<file path="src/rtl/wsg_pkg.sv">
package wsg_pkg;
  typedef enum logic [1:0] {
    BURST_FIXED = 2'b00,
    BURST_INCR  = 2'b01,
    BURST_WRAP  = 2'b10
  } burst_e;
endpackage

</file>
<file path="src/rtl/wsg_beat_track.sv">
module wsg_beat_track #(
  parameter int ADDR_W = 32,
  parameter int LEN_W  = 8
) (
  input  logic              clk,
  input  logic              rst_n,
  input  logic              load,
  input  logic [ADDR_W-1:0] ld_addr,
  input  logic [2:0]        ld_size,
  input  logic [LEN_W-1:0]  ld_len,
  input  logic [1:0]        ld_burst,
  input  logic              beat,
  input  logic              beat_last,
  output logic              active,
  output logic [ADDR_W-1:0] cur_addr,
  output logic [2:0]        cur_size,
  output logic [LEN_W-1:0]  beat_idx,
  output logic              is_final
);
  import wsg_pkg::*;

  logic [LEN_W-1:0]  len_q;
  burst_e            kind_q;
  logic [ADDR_W-1:0] nb, al, wmask, nxt;

  assign is_final = (beat_idx == len_q);

  always_comb begin
    nb    = ADDR_W'(1) << cur_size;
    al    = cur_addr & ~(nb - ADDR_W'(1));
    wmask = (ADDR_W'(len_q) << cur_size) | (nb - ADDR_W'(1));
    case (kind_q)
      BURST_FIXED: nxt = cur_addr;
      BURST_WRAP:  nxt = (cur_addr & ~wmask) | ((al + nb) & wmask);
      default:     nxt = al + nb;
    endcase
  end

  always_ff @(posedge clk) begin
    if (!rst_n) begin
      active   <= 1'b0;
      cur_addr <= '0;
      cur_size <= '0;
      len_q    <= '0;
      kind_q   <= BURST_INCR;
      beat_idx <= '0;
    end else if (load) begin
      active   <= 1'b1;
      cur_addr <= ld_addr;
      cur_size <= ld_size;
      len_q    <= ld_len;
      kind_q   <= burst_e'(ld_burst);
      beat_idx <= '0;
    end else if (beat) begin
      cur_addr <= nxt;
      beat_idx <= beat_idx + LEN_W'(1);
      if (is_final || beat_last) active <= 1'b0;
    end
  end
endmodule

</file>
<file path="src/rtl/wsg_lane_span.sv">
module wsg_lane_span #(
  parameter int ADDR_W     = 32,
  parameter int DATA_BYTES = 4
) (
  input  logic [ADDR_W-1:0]     addr,
  input  logic [2:0]            size,
  output logic [DATA_BYTES-1:0] permit
);
  localparam int LB = $clog2(DATA_BYTES);

  logic [2:0]  eff_size;
  logic [LB:0] nb, lo, hi;
  logic [LB-1:0] base;

  always_comb begin
    eff_size = (size > 3'(LB)) ? 3'(LB) : size;
    nb       = (LB+1)'(1) << eff_size;
    base     = addr[LB-1:0] & ~LB'(nb - (LB+1)'(1));
    lo       = {1'b0, addr[LB-1:0]};
    hi       = {1'b0, base} + nb;
  end

  for (genvar g = 0; g < DATA_BYTES; g++) begin : g_lane
    assign permit[g] = ((LB+1)'(g) >= lo) && ((LB+1)'(g) < hi);
  end
endmodule

</file>
<file path="src/rtl/wsg_err_latch.sv">
module wsg_err_latch #(
  parameter int DATA_BYTES = 4,
  parameter int LEN_W      = 8
) (
  input  logic                  clk,
  input  logic                  rst_n,
  input  logic                  eval,
  input  logic [LEN_W-1:0]      beat_idx,
  input  logic [DATA_BYTES-1:0] over,
  input  logic                  last_bad,
  output logic                  err_flag,
  output logic                  err_last,
  output logic [LEN_W-1:0]      err_beat,
  output logic [DATA_BYTES-1:0] err_lanes
);
  logic fail;
  assign fail = eval && ((|over) || last_bad);

  always_ff @(posedge clk) begin
    if (!rst_n) begin
      err_flag  <= 1'b0;
      err_last  <= 1'b0;
      err_beat  <= '0;
      err_lanes <= '0;
    end else if (fail && !err_flag) begin
      err_flag  <= 1'b1;
      err_last  <= last_bad;
      err_beat  <= beat_idx;
      err_lanes <= over;
    end
  end
endmodule

</file>
<file path="src/rtl/wstrb_guard.sv">
module wstrb_guard #(
  parameter int ADDR_W     = 32,
  parameter int DATA_BYTES = 4,
  parameter int LEN_W      = 8
) (
  input  logic                  clk,
  input  logic                  rst_n,
  input  logic                  aw_valid,
  input  logic                  aw_ready,
  input  logic [ADDR_W-1:0]     aw_addr,
  input  logic [2:0]            aw_size,
  input  logic [LEN_W-1:0]      aw_len,
  input  logic [1:0]            aw_burst,
  input  logic                  w_valid,
  input  logic                  w_ready,
  input  logic [DATA_BYTES-1:0] w_strb,
  input  logic                  w_last,
  output logic                  err_flag,
  output logic                  err_last,
  output logic [LEN_W-1:0]      err_beat,
  output logic [DATA_BYTES-1:0] err_lanes
);
  logic                  active, is_final, load, beat;
  logic [ADDR_W-1:0]     cur_addr;
  logic [2:0]            cur_size;
  logic [LEN_W-1:0]      beat_idx;
  logic [DATA_BYTES-1:0] permit, over;

  assign load = aw_valid && aw_ready && !active;
  assign beat = w_valid && w_ready && active;
  assign over = w_strb & ~permit;

  wsg_beat_track #(.ADDR_W(ADDR_W), .LEN_W(LEN_W)) u_track (
    .clk(clk), .rst_n(rst_n), .load(load), .ld_addr(aw_addr),
    .ld_size(aw_size), .ld_len(aw_len), .ld_burst(aw_burst),
    .beat(beat), .beat_last(w_last), .active(active),
    .cur_addr(cur_addr), .cur_size(cur_size), .beat_idx(beat_idx),
    .is_final(is_final)
  );

  wsg_lane_span #(.ADDR_W(ADDR_W), .DATA_BYTES(DATA_BYTES)) u_span (
    .addr(cur_addr), .size(cur_size), .permit(permit)
  );

  wsg_err_latch #(.DATA_BYTES(DATA_BYTES), .LEN_W(LEN_W)) u_err (
    .clk(clk), .rst_n(rst_n), .eval(beat), .beat_idx(beat_idx),
    .over(over), .last_bad(w_last != is_final),
    .err_flag(err_flag), .err_last(err_last), .err_beat(err_beat),
    .err_lanes(err_lanes)
  );
endmodule

</file>
<file path="config.mk">
export PLATFORM = sky130hd
export DESIGN_NAME = wstrb_guard
export DESIGN_NICKNAME = d
export VERILOG_FILES = /design/src/rtl/wsg_pkg.sv /design/src/rtl/wsg_beat_track.sv /design/src/rtl/wsg_lane_span.sv /design/src/rtl/wsg_err_latch.sv /design/src/rtl/wstrb_guard.sv
export SDC_FILE = /design/constraint.sdc
export NUM_CORES = 1
export LEC_CHECK = 0
export BUFFER_PORTS_ARGS = -buffer_cell sky130_fd_sc_hd__buf_4
export CAP_MARGIN = 10
export CELL_PAD_IN_SITES_DETAIL_PLACEMENT = 0
export CELL_PAD_IN_SITES_GLOBAL_PLACEMENT = 2
export CORE_UTILIZATION = 37
export CTS_CLUSTER_SIZE = 14
export DETAILED_ROUTE_END_ITERATION = 12
export PLACE_DENSITY = 0.84
export SYNTH_ARGS = -nofsm -noshare
export SYNTH_HDL_FRONTEND = slang
export SYNTH_HIERARCHICAL = 1
export SYNTH_SLANG_ARGS = --single-unit
</file>
<file path="constraint.sdc">
create_clock -name clk -period 10.45 [get_ports clk]
set_input_delay 1.045 -clock clk [delete_from_list [all_inputs] [get_ports clk]]
set_output_delay 1.045 -clock clk [all_outputs]
set_load 0.005 [all_outputs]
</file>
==> out/results.ini <==
[timing]
skew_ns=0.00236
drv_slew=0
tightestPinTransition_ns=0.909
finalSetupTns_ns=0
finalHoldViolCount=0
final-setup-viol-count=0
rsz0062_at_grt=false
finalCritPeriodShare=0.261
period_minus_slack_ns=2.72
worst_slack_ns=7.73
max_freq_mhz=367
slew_headroom=0.394

[flow_run]
drv_cap=0

[worst_setup_path]
critPathMaxStageDelay_ns=0.71
startpoint_type=register
cp.arrival_ns=2.95
critPathKind=reg2reg
cp_data_required_time_ns=10.68
critPathCaptureType=register
cpMaxStageDelayCell=nor4_4
crit_chain=xnor2_1 > nor3_1 > ha_1 > o21a_2 > a21oi_1 > o21a_1 > nor2b_1 > nor4_4 > and2b_4 > o311a_1
crit_path_max_fanout=18

[clocking]
h-tree-depth=2
cts_resized=0
clkTransAtPathRegs_ns=0.07
cts_made_buffers=5
numClockSinks=38
clk_latency_ns=0.28
hold_buffers=0
tritoncts=done
ctsLongestPathBuffers=2
root_buffer=clkbuf_8
post_cts_buffers=0

[grt]
track_usage=0.164
grt_pass1_vias=1564
grt_pass1_wl_mm=7.71
grt.overflow.total=0
antenna_found_initial=0
grt_max_degree=43

[cells_and_area]
fillerInstances=554
seqCellArea_um2=761
syn2layout_area_growth_pct=15.4
multi_input_area_um2=1190
drive_gt1_frac=0.207
antennaDiodeCount=0
nNetsFinal=321

[floorplanning]
rows=27
die_area_um2=6030
die_w_um=77.6
core_area_um2=5510
die_height_um=77.6
start_util=0.384
io_pins=70

[synthesis]
synth_nets=306
syn_avg_cell_area_um2=8.57
synthCells=247
synth-warning-count=6
synth_area_um2=2120

[power_and_ir_drop]
peakVddDrop_uv=59.6
powerDensity_nw_per_um2=125
p_leak_uw=0.000938

[route]
viasPerCell=5.23
vias=1741
drc=0
avgRoutedWirePerCell_um=13.9
routed_wl_mm=4.63
ant_nets=0
firstDrtPassIters=4
first_iter_violations=90

[place]
port_buffers=39
place.gp.congestion=0.694
dpl_worst_slack_ns=7.38
dp_hpwl_mm=3.24

[status]
status=complete, no violations

[worst_hold_path]
hp-class=reg2reg

-- layer usage --
metal	global-route usage	share of wire	routed length, µm	up-vias
met3	0.0424	0.046	213	7
met1	0.224	0.52	2420	794
met5	0	0	0	-
li1	-	-	-	904
met2	0.245	0.42	1940	36
met4	0.0623	0.013	61	0
-- registers in the layout, indices dropped and copies added, names as in the netlist, named ones only --
signal and cells:
u_err/err_beat 8, u_track/beat_idx 8, u_track/len_q 8, u_err/err_lanes 4, u_track/cur_size 3, u_track/kind_q 2, u_err/err_flag 1, u_err/err_last 1
u_track/active 1
-- report_power, final --
| group | internal (µW) | switching [µW] | leakage, µW |
|---|---|---|---|
| registers | 149 | 5.34 | 0.000308 |
| clock network | 50.9 | 48.5 | 0.0000431 |
| logic | 25.7 | 27.1 | 0.000587 |
-- area by class of cell --
type                    instances  share of cell area
multi-input cells             172               0.486
flip-flops and latches         38               0.311
repair buffers                 41               0.126
well taps                      72              0.0369
clock buffers                   6              0.0338
inverters                       4             0.00614
-- metrics by stage --
stage / total power, µW / hold WS (ns) / util / cells / area [µm²]
after CTS: 311 / 0.483 / 0.442 / 332 / 2440
after global routing: 322 / 0.510 / 0.444 / 333 / 2440
after floorplan: 198 / 0.463 / - / 247 / 2120
final: 306 / 0.480 / 0.444 / 333 / 2440
after global placement: 209 / 0.467 / 0.427 / 326 / 2350
after detailed placement: 210 / 0.476 / 0.427 / 326 / 2350
-- final timing paths --
| kind | from | to | slack (ns) | depth (start not counted) |
|---|---|---|---|---|
| worst min-delay path | u_err/err_lanes[2] | u_err/err_lanes[2] | 0.48 | 2 |
| worst max-delay path | u_track/cur_size[0] | u_err/err_last | 7.73 | 10 |
| worst min register to register | u_err/err_lanes[2] | u_err/err_lanes[2] | 0.48 | 2 |
| worst max register to register | u_track/cur_size[0] | u_err/err_last | 7.73 | 10 |
-- worst max-delay path: cells and delay by family, from the launching register on --
kind | cells | cell delay (ns)
AOI/OAI and AO/OA | 4 | 0.53
xor gates and xnor gates | 1 | 0.17
adders and majority gates | 1 | 0.25
DFF | 1 | 0.57
and+or+nand+nor | 4 | 1.15
-- placed cells by master (no fill, tap or decap), types with 8 or more instances in the layout --
cell type	instances
nand3_1	8
nand4b_1	16
xnor2_1	11
dfxtp_1	38
nand4_1	21
nor2_1	27
mux2i_1	17
nand2_1	12
buf_4	41
(Power assumes the default switching activity.)
